$ cat config.mk
export PLATFORM = sky130hd
export DESIGN_NAME = eirq_latch
export DESIGN_NICKNAME = d
export VERILOG_FILES = /design/src/rtl/eirq_pkg.sv /design/src/rtl/eirq_sync.sv /design/src/rtl/eirq_edge.sv /design/src/rtl/eirq_regs.sv /design/src/rtl/eirq_latch.sv
export SDC_FILE = /design/constraint.sdc
export NUM_CORES = 1
export LEC_CHECK = 0
export ABC_AREA = 1
export BUFFER_PORTS_ARGS = -buffer_cell sky130_fd_sc_hd__buf_4
export CORE_MARGIN = 3
export CORE_UTILIZATION = 42
export CTS_BUF_LIST = sky130_fd_sc_hd__clkbuf_8
export CTS_CLUSTER_DIAMETER = 150
export DETAILED_ROUTE_END_ITERATION = 6
export GPL_ROUTABILITY_DRIVEN = 0
export PLACE_DENSITY = 0.75
export SLEW_MARGIN = 5
export SYNTH_ARGS = -nofsm -noshare
export SYNTH_HDL_FRONTEND = slang
export SYNTH_SLANG_ARGS = --single-unit
$ cat constraint.sdc
create_clock -name clk -period 0.8 [get_ports clk]
set_input_delay 0.08 -clock clk [delete_from_list [all_inputs] [get_ports clk]]
set_output_delay 0.08 -clock clk [all_outputs]
set_load 0.05 [all_outputs]
$ cat src/rtl/eirq_pkg.sv
package eirq_pkg;

  // register addresses
  localparam int REG_CTRL = 0;
  localparam int REG_CFG  = 1;

  // control register bit positions
  localparam int CTRL_IEN_BIT  = 0;
  localparam int CTRL_PEND_BIT = 1;
  localparam int CTRL_ACK_BIT  = 2;

  // configuration register bit positions
  localparam int CFG_PORT_BIT  = 0;
  localparam int CFG_LEVEL_BIT = 1;

  typedef struct packed {
    logic level_mode;
    logic port_en;
  } eirq_cfg_t;

endpackage

$ cat src/rtl/eirq_sync.sv
module eirq_sync #(
  parameter int WIDTH  = 5,
  parameter int STAGES = 2
) (
  input  logic             clk,
  input  logic [WIDTH-1:0] din,
  output logic [WIDTH-1:0] dout
);

  logic [WIDTH-1:0] stg [STAGES];

  // chain keeps running through reset so the edge stage can preload
  always_ff @(posedge clk) begin
    stg[0] <= din;
  end

  for (genvar s = 1; s < STAGES; s++) begin : g_stage
    always_ff @(posedge clk) begin
      stg[s] <= stg[s-1];
    end
  end

  assign dout = stg[STAGES-1];

endmodule

$ cat src/rtl/eirq_edge.sv
module eirq_edge #(
  parameter int WIDTH = 5
) (
  input  logic             clk,
  input  logic             rst,
  input  logic [WIDTH-1:0] sync_in,
  output logic [WIDTH-1:0] rise,
  output logic [WIDTH-1:0] high
);

  logic [WIDTH-1:0] prev;

  for (genvar i = 0; i < WIDTH; i++) begin : g_pin
    // previous value follows the pin also during reset, so a pin already
    // high at release is not seen as an edge
    always_ff @(posedge clk) begin
      prev[i] <= sync_in[i];
    end

    assign rise[i] = sync_in[i] & ~prev[i];
    assign high[i] = sync_in[i];


    rise_pulse_chk: assert property (@(posedge clk) disable iff (rst)
      rise[i] |=> !rise[i]);
  end

endmodule

$ cat src/rtl/eirq_regs.sv
module eirq_regs
  import eirq_pkg::*;
#(
  parameter int ADDR_W = 2,
  parameter int DATA_W = 8
) (
  input  logic              clk,
  input  logic              rst,
  input  logic [ADDR_W-1:0] addr,
  input  logic              wr_en,
  input  logic              rd_en,
  input  logic [DATA_W-1:0] wdata,
  input  logic              pending,
  output logic [DATA_W-1:0] rdata,
  output logic              ien,
  output eirq_cfg_t         cfg,
  output logic              ack_pulse
);

  logic              hit_ctrl;
  logic              hit_cfg;
  logic              wr_ctrl;
  logic              wr_cfg;
  logic [DATA_W-1:0] rd_mux;

  assign hit_ctrl  = (addr == ADDR_W'(REG_CTRL));
  assign hit_cfg   = (addr == ADDR_W'(REG_CFG));
  assign wr_ctrl   = wr_en & hit_ctrl;
  assign wr_cfg    = wr_en & hit_cfg;
  assign ack_pulse = wr_ctrl & wdata[CTRL_ACK_BIT];

  always_comb begin
    rd_mux = '0;
    if (hit_ctrl) begin
      rd_mux[CTRL_IEN_BIT]  = ien;
      rd_mux[CTRL_PEND_BIT] = pending;
    end else if (hit_cfg) begin
      rd_mux[CFG_PORT_BIT]  = cfg.port_en;
      rd_mux[CFG_LEVEL_BIT] = cfg.level_mode;
    end
  end

  always_ff @(posedge clk) begin
    if (rst) begin
      ien   <= 1'b0;
      cfg   <= '0;
      rdata <= '0;
    end else begin
      if (wr_ctrl) ien <= wdata[CTRL_IEN_BIT];
      if (wr_cfg) begin
        cfg.port_en    <= wdata[CFG_PORT_BIT];
        cfg.level_mode <= wdata[CFG_LEVEL_BIT];
      end
      if (rd_en) rdata <= rd_mux;
    end
  end


  ien_hold_chk: assert property (@(posedge clk) disable iff (rst)
    !wr_ctrl |=> $stable(ien));


  cfg_hold_chk: assert property (@(posedge clk) disable iff (rst)
    !wr_cfg |=> $stable(cfg));


  rdata_hold_chk: assert property (@(posedge clk) disable iff (rst)
    !rd_en |=> $stable(rdata));

endmodule

$ cat src/rtl/eirq_latch.sv
module eirq_latch
  import eirq_pkg::*;
#(
  parameter int N_PORT      = 4,
  parameter int SYNC_STAGES = 2,
  parameter int ADDR_W      = 2,
  parameter int DATA_W      = 8
) (
  input  logic              clk,
  input  logic              rst,
  input  logic              irq_pin,
  input  logic [N_PORT-1:0] port_pins,
  input  logic              cpu_mask,
  input  logic              instr_boundary,
  input  logic              vector_fetch,
  input  logic [ADDR_W-1:0] reg_addr,
  input  logic              reg_wr,
  input  logic              reg_rd,
  input  logic [DATA_W-1:0] reg_wdata,
  output logic [DATA_W-1:0] reg_rdata,
  output logic              irq_pending,
  output logic              take_interrupt
);

  localparam int NPIN = N_PORT + 1;

  logic [NPIN-1:0] pins_raw;
  logic [NPIN-1:0] pins_sync;
  logic [NPIN-1:0] pin_rise;
  logic [NPIN-1:0] pin_high;
  logic [NPIN-1:0] pin_en;
  logic            ien;
  eirq_cfg_t       cfg;
  logic            ack_pulse;
  logic            rise_any;
  logic            high_any;
  logic            set_evt;
  logic            clr_evt;
  logic            latch_q;

  // bit 0 is the dedicated pin, upper bits the port pins
  assign pins_raw = {port_pins, irq_pin};

  eirq_sync #(
    .WIDTH (NPIN),
    .STAGES(SYNC_STAGES)
  ) u_sync (
    .clk (clk),
    .din (pins_raw),
    .dout(pins_sync)
  );

  eirq_edge #(
    .WIDTH(NPIN)
  ) u_edge (
    .clk    (clk),
    .rst    (rst),
    .sync_in(pins_sync),
    .rise   (pin_rise),
    .high   (pin_high)
  );

  eirq_regs #(
    .ADDR_W(ADDR_W),
    .DATA_W(DATA_W)
  ) u_regs (
    .clk      (clk),
    .rst      (rst),
    .addr     (reg_addr),
    .wr_en    (reg_wr),
    .rd_en    (reg_rd),
    .wdata    (reg_wdata),
    .pending  (latch_q),
    .rdata    (reg_rdata),
    .ien      (ien),
    .cfg      (cfg),
    .ack_pulse(ack_pulse)
  );

  assign pin_en   = {{N_PORT{cfg.port_en}}, 1'b1};
  assign rise_any = |(pin_rise & pin_en);
  assign high_any = |(pin_high & pin_en);
  assign set_evt  = rise_any | (cfg.level_mode & high_any);
  assign clr_evt  = vector_fetch | ack_pulse;

  // set has priority so an edge landing with a clear is kept
  always_ff @(posedge clk) begin
    if (rst)          latch_q <= 1'b0;
    else if (set_evt) latch_q <= 1'b1;
    else if (clr_evt) latch_q <= 1'b0;
  end

  assign irq_pending    = latch_q;
  assign take_interrupt = latch_q & ien & ~cpu_mask & instr_boundary;


  set_wins_chk: assert property (@(posedge clk) disable iff (rst)
    set_evt |=> irq_pending);


  clear_chk: assert property (@(posedge clk) disable iff (rst)
    (clr_evt && !set_evt) |=> !irq_pending);


  hold_chk: assert property (@(posedge clk) disable iff (rst)
    (!clr_evt && !set_evt) |=> $stable(irq_pending));


  port_off_chk: assert property (@(posedge clk) disable iff (rst)
    (!cfg.port_en && !pin_rise[0] && !(cfg.level_mode && pin_high[0]) && !irq_pending)
      |=> !irq_pending);


  take_gate_chk: assert property (@(posedge clk) disable iff (rst)
    take_interrupt |-> (irq_pending && !cpu_mask));

endmodule

# ---- Yosys cells after proc, flatten, opt, wreduce, memory -nomap -nowiden
# Memories as Yosys holds them, arrays and structs flattened.
# Cells that the tools add are included.
dict set report word_totals {
  regBits 11
  ramBits 10
  input_bits 22
  elab_cells 42
  memories 1
}
dict set report classes {
  eq_ne 1
  mux 4
  bitwise_logic 22
  n_reduce_logical 4
}
# memory words word_bits read_ports rd_clocked_by_memory_dff write_ports line
set mem_list {}
lappend mem_list {u_sync.stg 2 5 2 0 2 eirq_sync.sv:10} ;# logic [WIDTH-1:0] stg [STAGES];
# operator count
set op_table {}
lappend op_table {{$and 1x1->1} 12}
lappend op_table {{$and 5x5->5} 2}
lappend op_table {{$reduce_or 5->1} 2}
lappend op_table {{$not 1->1} 6}
lappend op_table {{$mux 2} 2}
lappend op_table {{$eq 2x1->1 const B} 1}
lappend op_table {{$logic_not 2->1} 1}
lappend op_table {{$mux 1} 2}
lappend op_table {{$or 1x1->1} 2}
lappend op_table {{$reduce_bool 2->1} 1}

# ---- Logic depth before layout (Yosys ltp)
# Gate-level depths: netlist (run 1).
dict set report depth {
  word_depth 6
  mapped_depth 7
}

# ---- Modules after synthesis
# A second synthesis (run 1) with hierarchy kept.
dict set report unflattened {
  cells_unflattened 94
  hier_area_um2 799.5
}
# module n_inst cells_per_inst area_each_um2 seq_area_each_um2
set modules_own_cells {}
lappend modules_own_cells {eirq_regs 1 42 284.0 100.1}
lappend modules_own_cells {eirq_sync 1 15 237.7 200.2}
lappend modules_own_cells {eirq_edge 1 20 187.7 100.1}
lappend modules_own_cells {eirq_latch 1 17 90.1 20.0}

# ---- Worst setup path after synthesis (run 1)
# OpenSTA, ideal clock, no wires.
dict set report synth_path {
  path_type {reg2out}
  startpoint {register latch_q (netlist: irq_pending)}
  endpoint {output port take_interrupt}
  arrival_ns 1.911
  setup_slack_ns -1.191
  stages_incl_launch_ff 3
  path_buffers 0
  path_cell_list {dfxtp_1 -> nand2_1 -> nor3b_1}
}
dict set report synth_via {
  elab_chain_cells 3
}
# element line
set synth_lines {}
lappend synth_lines {{start, declared} eirq_latch.sv:39} ;# logic latch_q;
lappend synth_lines {{start signal, assigned} eirq_latch.sv:88} ;# if (rst) latch_q <= 1'b0;
lappend synth_lines {{start signal, assigned} eirq_latch.sv:89} ;# else if (set_evt) latch_q <= 1'b1;
lappend synth_lines {{start signal, assigned} eirq_latch.sv:90} ;# else if (clr_evt) latch_q <= 1'b0;
lappend synth_lines {{$and 1x1->1 (3 in a row)} eirq_latch.sv:94} ;# assign take_interrupt = latch_q & ien & ~cpu_mask & instr_boundary;
lappend synth_lines {{end, declared} eirq_latch.sv:22} ;# output logic take_interrupt
# Every way passes these cells.

# ---- Final worst setup path (run 1)
# Same ends and word-level chain as after synthesis.

==> results of run 1 <==
[sequential cells by signal, indices dropped and copies added (netlist names)]
register and flops:
u_regs.rdata 2, u_sync.stg 10, u_regs.cfg 2, irq_pending 1, u_edge.prev 5, u_regs.ien 1
[cells in the final DEF, fill, tap and decap left out, drive strengths merged]
master | Yosys | final
a21oi | 4 | 4
dlygate4sd3 | 0 | 5
inv | 9 | 9
conb | 1 | 6
clkbuf | 0 | 3
nand3 | 7 | 7
a21boi | 1 | 1
dfxtp | 21 | 21
nand4 | 1 | 1
nor2 | 10 | 10
buf | 6 | 27
nand2 | 18 | 18
nor3b | 1 | 1
clkinvlp | 0 | 1
a211oi | 1 | 1
[power by group through the flow]
stage	Clock, mW	Combinational (mW)	Sequential, mW
after floorplan	0	0.152	1.18
after global placement	0	0.279	1.15
after detailed placement	0	0.284	1.15
after CTS	0.712	0.334	1.13
after global routing	0.759	0.370	1.14
final	0.706	0.342	1.13
[worst max-delay path, stage by stage, from the launching register on]
cell     delay, ns
dfxtp_4       0.37
nand2_4       0.05
nor3b_4       0.17
buf_6         0.18
[worst paths after layout]
kind	to	slack, ns	cells past startpoint
max	take_interrupt	-0.30	3
min	irq_pending	0.02	2
max reg2reg	u_regs.rdata[1]	-0.11	6
min reg2reg	u_sync.stg[0][6]	0.33	0
[per-layer routing]
layer	GRT usage, %	up-vias	wire length [µm]	share of wire [%]
met1	14.88	269	539	41
met5	0	-	0	0
met3	4.598	3	56	4.3
met4	6.630	0	27	2.1
li1	-	304	-	-
met2	21.66	16	686	52
[cells by family after synthesis]
family                 Yosys count  share of synthesized area, %
AND/OR/NAND/NOR                 37                         23.87
flip-flops                      21                         58.54
buffers and inverters           15                         10.97
AO/OA/AOI/OAI                    6                         6.097
other                            1                        0.5221
[through the flow]
stage / total power, mW / setup WS, ns / setup TNS (ns) / std cells
finish: 2.183 / -0.3042 / -0.7835 / 131
global route: 2.269 / -0.3389 / -1.024 / 131
CTS: 2.180 / -0.3166 / -0.8089 / 131
detailed placement: 1.437 / -0.08633 / -0.1729 / 120
global placement: 1.428 / -0.07381 / -0.09043 / 120
floorplan: 1.333 / -0.2886 / -0.3415 / 85
[what timing repair did]
item / 4_1_cts / 5_1_grt
pin swaps: 2 / 6
gates resized for setup: 17 / 7
hold buffers: 5 / 0
hold endpoints to repair: 5 / 0
setup buffers: 2 / 1
endpoints found under the setup margin: 7 / 8
cloned: 0 / 0
[cell type report]
class	instances	area [µm²]
fill	118	460.4
sequential	21	435.4
timing repair buffer	32	282.8
multi-input combinational	49	277.8
clock buffer	3	41.29
inverter	9	33.78
tap	16	20.02
clock inverter	1	7.507
==> results.sh, run 1 <==
export IMPL_synth_area_leader_cell="dfxtp_1"
export IMPL_synth_edf_count=0
export IMPL_drv_slew=0
export IMPL_switching_power_mw=0.5710
export IMPL_n_antenna_cell=0
export IMPL_seqPwrFrac_pct=52.0
export IMPL_numCtsBuffers=3
export IMPL_synth_avg_cell_area_um2=8.977
export IMPL_final_area_um2=1099
export IMPL_synthToLayoutAreaGrowth_pct=52.96
export IMPL_rsz0062_at_grt="yes"
export IMPL_drc=0
export IMPL_vias=592
export IMPL_yosys_top_cells_area="dfxtp_1 (59%), nand2_1 (9.4%), buf_4 (6.3%)"
export IMPL_comb_power_share_pct=15.7
export IMPL_outcome="finished with violations"
export IMPL_io_pins=32
export IMPL_skew_ns=0.002101
export IMPL_synth_cell_type_count=15
export IMPL_cts_root_buffer="clkbuf_8"
export IMPL_place_area_um2=924.6
export IMPL_holdWs_ns=0.02329
export IMPL_synth_warnings=0
export IMPL_switching_share_pct=26.16
export IMPL_synth_top_area_share_pct=58.54
export IMPL_end_kind="primary output"
export IMPL_die_x_um=47.35
export IMPL_vias_per_cell=4.519
export IMPL_start_kind="flop"
export IMPL_post_dp_hpwl_um=952.6
export IMPL_dr_pass1_iters=2
export IMPL_hold_class="input port to flop"
export IMPL_grt_overflow=0
export IMPL_p_leak_nw=0.5355
export IMPL_die_h_um=47.35
export IMPL_fp_coreArea_um2=1559
export IMPL_cp_required_ns=0.72
export IMPL_synth_common_cells="dfxtp_1 (21), nand2_1 (18), inv_1 (9), nor2_1 (9), buf_4 (6)"
export IMPL_die_area_um2=2242
export IMPL_portBuffers=20
export IMPL_intPower_mw=1.612
export IMPL_syn_inst=80
export IMPL_synth_flop_cell="dfxtp_1"
export IMPL_fin_nets=138
export IMPL_cts_max_level=1
export IMPL_r2r_start="irq_pending"
export IMPL_crit_path_start="irq_pending"
export IMPL_drt_total_wl_mm=1.309
export IMPL_rows=14
export IMPL_async_reset_ff_share_pct=0
export IMPL_antenna_found_initial=0
export IMPL_synth_area_um2=718.2
export IMPL_p_clk_share_pct=32.4
export IMPL_setup_viol=6
export IMPL_yosysMostFrequentCell="dfxtp_1"
export IMPL_clk_pin_slew_ns=0.08
export IMPL_setup_ws_ns=-0.3042
export IMPL_hold_violations=0
export IMPL_setup_worst_path_class="flop to primary output"
export IMPL_grt_pass1_vias=525
export IMPL_power_density_nw_per_um2=1987
export IMPL_drive_above_1_share_pct=47.83
export IMPL_initial_core_util_pct=46.07
export IMPL_grt_total_usage_pct=13.14
export IMPL_crit_fanout=3
export IMPL_numClockSinks=21
export IMPL_grt_pass1_wl_mm=2.007
export IMPL_fin_crit_ns=1.104
export IMPL_worstPathArrival_ns=1.02
export IMPL_drt_iter0_markers=4
export IMPL_postSynthRegisterBits=21
export IMPL_fin_util_pct=70.47
export IMPL_grt_max_degree=14
export IMPL_period_share_pct=138.0
export IMPL_wire_per_inst_um=9.992
export IMPL_ys_seq_area_share_pct=58.54
export IMPL_ir_drop_uv=1508
export IMPL_max_freq_mhz=905.6
export IMPL_clk_path_buf_depth=2
export IMPL_min_delay_start="rst"
export IMPL_ant_nets=0
export IMPL_cts_tree="built"
export IMPL_violations="negative setup slack"
export IMPL_maxCapViolCount=0
export IMPL_insertion_delay_ns=0.26
Power figures use the tool's default switching activity.
==> run 2: changes to the inputs <==
--- a/config.mk
+++ b/config.mk
@@ -5,14 +5,14 @@
 export SDC_FILE = /design/constraint.sdc
 export NUM_CORES = 1
 export LEC_CHECK = 0
-export ABC_AREA = 1
 export BUFFER_PORTS_ARGS = -buffer_cell sky130_fd_sc_hd__buf_4
 export CORE_MARGIN = 3
-export CORE_UTILIZATION = 42
+export CORE_UTILIZATION = 41
 export CTS_BUF_LIST = sky130_fd_sc_hd__clkbuf_8
-export CTS_CLUSTER_DIAMETER = 150
+export CTS_CLUSTER_DIAMETER = 120
 export DETAILED_ROUTE_END_ITERATION = 6
 export GPL_ROUTABILITY_DRIVEN = 0
+export GPL_TIMING_DRIVEN = 0
 export PLACE_DENSITY = 0.75
 export SLEW_MARGIN = 5
 export SYNTH_ARGS = -nofsm -noshare
==> results.sh, run 2 <==
export IMPL_outcome="finished with violations"
export IMPL_violations="negative setup slack"
export IMPL_numCtsBuffers=3
export IMPL_ir_drop_uv=2064
export IMPL_synth_warnings=0
export IMPL_cts_max_level=1
export IMPL_start_kind="flop"
export IMPL_rows=13
export IMPL_synth_cell_type_count=15
export IMPL_critPathMaxStageDelay_ns=0.42
export IMPL_p_clk_share_pct=31.2
export IMPL_synth_edf_count=0
export IMPL_io_pins=32
export IMPL_fp_coreArea_um2=1415
export IMPL_yosysMostFrequentCell="dfxtp_1"
export IMPL_fin_cells=109
export IMPL_max_freq_mhz=884.1
export IMPL_synth_flop_cell="dfxtp_1"
export IMPL_synth_avg_cell_area_um2=11.52
export IMPL_fin_nets=117
export IMPL_die_x_um=46.37
export IMPL_largest_reg_flops=10
export IMPL_synth_common_cells="dfxtp_1 (21), mux2i_1 (7), nor2_1 (7)"
export IMPL_worstPathArrival_ns=1.27
export IMPL_grt_pass1_wl_mm=1.766
export IMPL_cp_required_ns=0.93
export IMPL_synth_area_leader_cell="dfxtp_1"
export IMPL_endpoint="irq_pending"
export IMPL_postSynthRegisterBits=21
export IMPL_fin_util_pct=71.62
export IMPL_holdWs_ns=0.01759
export IMPL_grt_max_degree=12
export IMPL_clk_pin_slew_ns=0.06
export IMPL_initial_core_util_pct=47.21
export IMPL_place_ws_ns=-0.3290
export IMPL_fin_crit_ns=1.131
export IMPL_drc=0
export IMPL_die_area_um2=2150
export IMPL_synthToLayoutAreaGrowth_pct=51.69
export IMPL_drt_iter0_markers=4
export IMPL_p_leak_nw=0.4945
export IMPL_setup_worst_path_class="flop to flop"
export IMPL_crit_path_start="u_sync.stg[0][9]"
export IMPL_vias=485
export IMPL_rrSetupSlack_ns=-0.33
export IMPL_dr_pass1_iters=3
export IMPL_cts_tree="built"
export IMPL_ant_nets=0
export IMPL_grt_pass1_vias=452
export IMPL_reg2reg_to="irq_pending"
export IMPL_die_h_um=46.37
export IMPL_top_regs="u_sync.stg (10), u_edge.prev (5)"
export IMPL_n_antenna_cell=0
export IMPL_yosys_top_cells_area="dfxtp_1 (63%), mux2i_1 (10%), buf_4 (6.7%)"
export IMPL_place_inst=98
export IMPL_drive_above_1_share_pct=40.43
export IMPL_synth_top_area_share_pct=62.92
export IMPL_end_kind="flop"
export IMPL_r2r_start="u_sync.stg[0][9]"
export IMPL_setup_ws_ns=-0.3311
export IMPL_switching_power_mw=0.4425
export IMPL_layout_common_cells="buf_4 (22), dfxtp_1 (16), mux2i_1 (7), nor2_1 (7)"
export IMPL_antenna_found_initial=0
export IMPL_cts_root_buffer="clkbuf_8"
export IMPL_wire_per_inst_um=10.20
export IMPL_switching_share_pct=21.97
export IMPL_async_reset_ff_share_pct=0
export IMPL_seqCellArea_um2=429.2
export IMPL_portBuffers=20
export IMPL_ys_seq_area_share_pct=62.92
export IMPL_maxCapViolCount=0
export IMPL_synth_area_um2=668.1
export IMPL_rsz0062_at_grt="yes"
export IMPL_grt_overflow=0
export IMPL_power_density_nw_per_um2=1988
export IMPL_insertion_delay_ns=0.25
export IMPL_grt_total_usage_pct=12.74
export IMPL_intPower_mw=1.572
export IMPL_seqPwrFrac_pct=55.6
export IMPL_period_share_pct=141.4
export IMPL_clk_path_buf_depth=2
export IMPL_syn_inst=58
export IMPL_drv_slew=0
export IMPL_vias_per_cell=4.450
export IMPL_crit_chain="o41a_1, o31ai_2, a31oi_1"
export IMPL_multi_input_area_um2=203.9
export IMPL_critical_path_slowest_cell="o41a_1"
export IMPL_top_register="u_sync.stg"
export IMPL_comb_power_share_pct=13.3
export IMPL_power_total_mw=2.015
export IMPL_hold_violations=0
export IMPL_drt_total_wl_mm=1.112
export IMPL_setup_viol=7
export IMPL_final_common_cell="buf_4"
export IMPL_hold_class="input port to flop"
export IMPL_skew_ns=0.001350
export IMPL_rr_worst_depth=3
export IMPL_crit_fanout=3
export IMPL_numClockSinks=21
export IMPL_nFillCells=109
## run 2: cell types whose count changed in the layout (fill, tap and decap cells not counted), moves of 2 or more
cell / previous run / this run
a21oi_1: 3 / 0
mux2i_1: 0 / 7
inv_2: 2 / 0
o22ai_1: 0 / 2
dfxtp_2: 9 / 4
nand2_4: 2 / 0
nand3_1: 4 / 0
nand2_1: 15 / 1
nand3b_1: 0 / 2
nand3_2: 3 / 0
dfxtp_1: 11 / 16
## run 2: how the worst min path moves through the flow
stage,start,end,cells after the start
3_3_place_gp,irq_pin,u_sync.stg[0][0],1
2_1_floorplan,irq_pin,u_sync.stg[0][0],0
4_1_cts,rst,irq_pending,2
3_5_place_dp,port_pins[2],u_sync.stg[0][3],1
5_1_grt,rst,irq_pending,2
6_report,rst,irq_pending,2
## run 2: power groups by stage
stage	clock, mW	sequential (mW)	combinational (mW)
floorplan	0	1.15	0.127
global placement	0	1.14	0.224
detailed placement	0	1.14	0.226
CTS	0.660	1.12	0.266
global route	0.714	1.12	0.285
finish	0.628	1.12	0.267
## run 2: layout make-up
class	count	area share, %
sequential	21	42.35
timing repair buffer	27	24.94
multi-input combinational	31	20.12
buffer	6	4.444
clock buffer	3	4.074
inverter	5	1.852
tap	15	1.852
clock inverter	1	0.3704
## run 2: worst max-delay path: cells and delay by family, from the launching register on
family / cells / cell delay, ns
AOI/OAI and AO/OA: 3 / 0.69
DFF: 1 / 0.32
## run 2: logic make-up (layout without fill, tap and decap cells)
logic type / Yosys count / after routing / synth area share [%]
compound gates: 6 / 6 / 7.115
buf+inv: 11 / 42 / 9.550
flops: 21 / 21 / 62.92
mux: 7 / 7 / 10.49
other cells: 1 / 6 / 0.5613
simple gates: 12 / 12 / 9.363
## run 2: per-layer routing
layer  share of wire, %  routed length (µm)  global-route usage [%]  vias up
li1                   -                   -                       -      251
met1                 38                 423                   11.75      202
met2                 43                 475                   20.05       27
met3                 15                 167                   5.078        5
met4                4.0                  45                   13.64        0
met5                  0                   0                       0        -
## run 2: metrics by stage
step,TNS [ns],instance area [µm²]
CTS,-1.012,1013
floorplan,-0.4552,694.4
detailed placement,-0.5058,863.3
finish,-0.9560,1013
global route,-1.269,1013
global placement,-0.4832,863.3
## run 2: what timing repair did
| item | CTS | global route |
|---|---|---|
| endpoints found under the setup margin | 7 | 7 |
| pin swaps | 2 | 1 |
| setup buffers | 2 | 0 |
| hold endpoints to repair | 5 | 0 |
| resized for setup | 12 | 0 |
| hold buffers | 5 | 0 |
==> run 3: changes to the inputs <==
--- a/config.mk
+++ b/config.mk
@@ -14,6 +14,7 @@
 export GPL_ROUTABILITY_DRIVEN = 0
 export GPL_TIMING_DRIVEN = 0
 export PLACE_DENSITY = 0.75
+export SKIP_CTS_REPAIR_TIMING = 1
 export SLEW_MARGIN = 5
 export SYNTH_ARGS = -nofsm -noshare
 export SYNTH_HDL_FRONTEND = slang
==> results.sh, run 3 (same netlist as run 2, synthesis figures left out) <==
export IMPL_drt_iter0_markers=6
export IMPL_end_kind="flop"
export IMPL_vias_per_cell=4.330
export IMPL_drv_slew=0
export IMPL_clk_path_buf_depth=2
export IMPL_cts_root_buffer="clkbuf_8"
export IMPL_crit_fanout=3
export IMPL_largest_reg_flops=10
export IMPL_rows=13
export IMPL_io_pins=32
export IMPL_grt_pass1_wl_mm=1.518
export IMPL_worstPathArrival_ns=1.26
export IMPL_initial_core_util_pct=47.21
export IMPL_hold_violations=0
export IMPL_die_x_um=46.37
export IMPL_rsz0062_at_grt="yes"
export IMPL_grt_total_usage_pct=11.22
export IMPL_setup_ws_ns=-0.3298
export IMPL_numClockSinks=21
export IMPL_grt_max_degree=12
export IMPL_period_share_pct=141.2
export IMPL_dr_pass1_iters=4
export IMPL_final_common_cell="buf_4"
export IMPL_cp_required_ns=0.93
export IMPL_grt_overflow=0
export IMPL_cts_max_level=1
export IMPL_synthToLayoutAreaGrowth_pct=50.94
export IMPL_insertion_delay_ns=0.25
export IMPL_hold_class="input port to flop"
export IMPL_clk_pin_slew_ns=0.06
export IMPL_fin_crit_ns=1.130
export IMPL_fp_coreArea_um2=1415
export IMPL_cts_tree="built"
export IMPL_portBuffers=20
export IMPL_outcome="finished with violations"
export IMPL_numCtsBuffers=3
export IMPL_n_antenna_cell=0
export IMPL_grt_pass1_vias=396
export IMPL_drive_above_1_share_pct=42.55
export IMPL_top_register="u_sync.stg"
export IMPL_ir_drop_uv=2048
export IMPL_top_regs="u_sync.stg (10), u_edge.prev (5)"
export IMPL_holdWs_ns=0.01747
export IMPL_maxCapViolCount=0
export IMPL_max_freq_mhz=885.1
export IMPL_die_h_um=46.37
export IMPL_antenna_found_initial=0
export IMPL_fin_nets=117
export IMPL_vias=472
export IMPL_skew_ns=0.001884
export IMPL_drt_total_wl_mm=1.090
export IMPL_p_leak_nw=0.4937
export IMPL_wire_per_inst_um=10.00
export IMPL_start_kind="flop"
export IMPL_power_density_nw_per_um2=1997
export IMPL_drc=0
export IMPL_die_area_um2=2150
export IMPL_nFillCells=109
export IMPL_setup_worst_path_class="flop to flop"
export IMPL_violations="negative setup slack"
export IMPL_place_ws_ns=-0.3290
export IMPL_ant_nets=0
export IMPL_layout_common_cells="buf_4 (23), dfxtp_1 (14), mux2i_1 (7), nor2_1 (7)"
export IMPL_setup_viol=6
[run 3: cell types whose count changed in the layout (fill, tap and decap cells not counted)]
| cell | change |
|---|---|
| dfxtp_1 | -2 |
| dfxtp_2 | +2 |
| buf_4 | +1 |
| buf_8 | -1 |
[run 3: through the flow]
stage | utilization, % | cell area [µm²] | setup TNS, ns | power (mW) | instances
floorplan | - | 694.4 | -0.4552 | 1.281 | 63
global placement | 61.01 | 863.3 | -0.4832 | 1.365 | 98
detailed placement | 61.01 | 863.3 | -0.5058 | 1.368 | 98
CTS | 64.19 | 908.4 | -0.8974 | 2.005 | 102
global route | 71.26 | 1008 | -1.058 | 2.120 | 109
finish | 71.26 | 1008 | -0.7612 | 2.014 | 109
[run 3: worst max-delay path, stage by stage, from the launching register on]
cell and delay (ns):
dfxtp_2 0.32, o41a_1 0.42, o31ai_2 0.17, a31oi_1 0.10
[run 3: final timing paths]
path,startpoint,end,slack (ns),depth (start not counted)
hold reg to reg,u_sync.stg[0][1],u_sync.stg[0][6],0.33,0
setup reg to reg,u_sync.stg[0][6],irq_pending,-0.33,3
setup / recovery,u_sync.stg[0][6],irq_pending,-0.33,3
hold / removal,rst,irq_pending,0.02,2
[run 3: report_power, final]
group	internal [mW]	leakage (nW)	switching [mW]	total, mW
logic	0.133	0.288	0.131	0.264
registers	1.10	0.178	0.0225	1.12
clock network	0.341	0.0269	0.289	0.630
[run 3: per-layer routing]
metal / track usage, % / up-vias / share of wire [%]
met5: 0 / - / 0
met1: 10.07 / 189 / 41
li1: - / 251 / -
met4: 13.64 / 0 / 4.1
met2: 16.76 / 27 / 41
met3: 5.078 / 5 / 14
[run 3: cell type report]
class / instances / area (µm²) / share of cell area (%)
Sequential cell: 21 / 431.7 / 42.80
Tap cell: 15 / 18.77 / 1.861
Clock buffer: 3 / 41.29 / 4.094
Clock inverter: 1 / 3.754 / 0.3722
Timing Repair Buffer: 27 / 245.2 / 24.32
Inverter: 5 / 18.77 / 1.861
Multi-Input combinational cell: 31 / 203.9 / 20.22
Buffer: 6 / 45.04 / 4.466
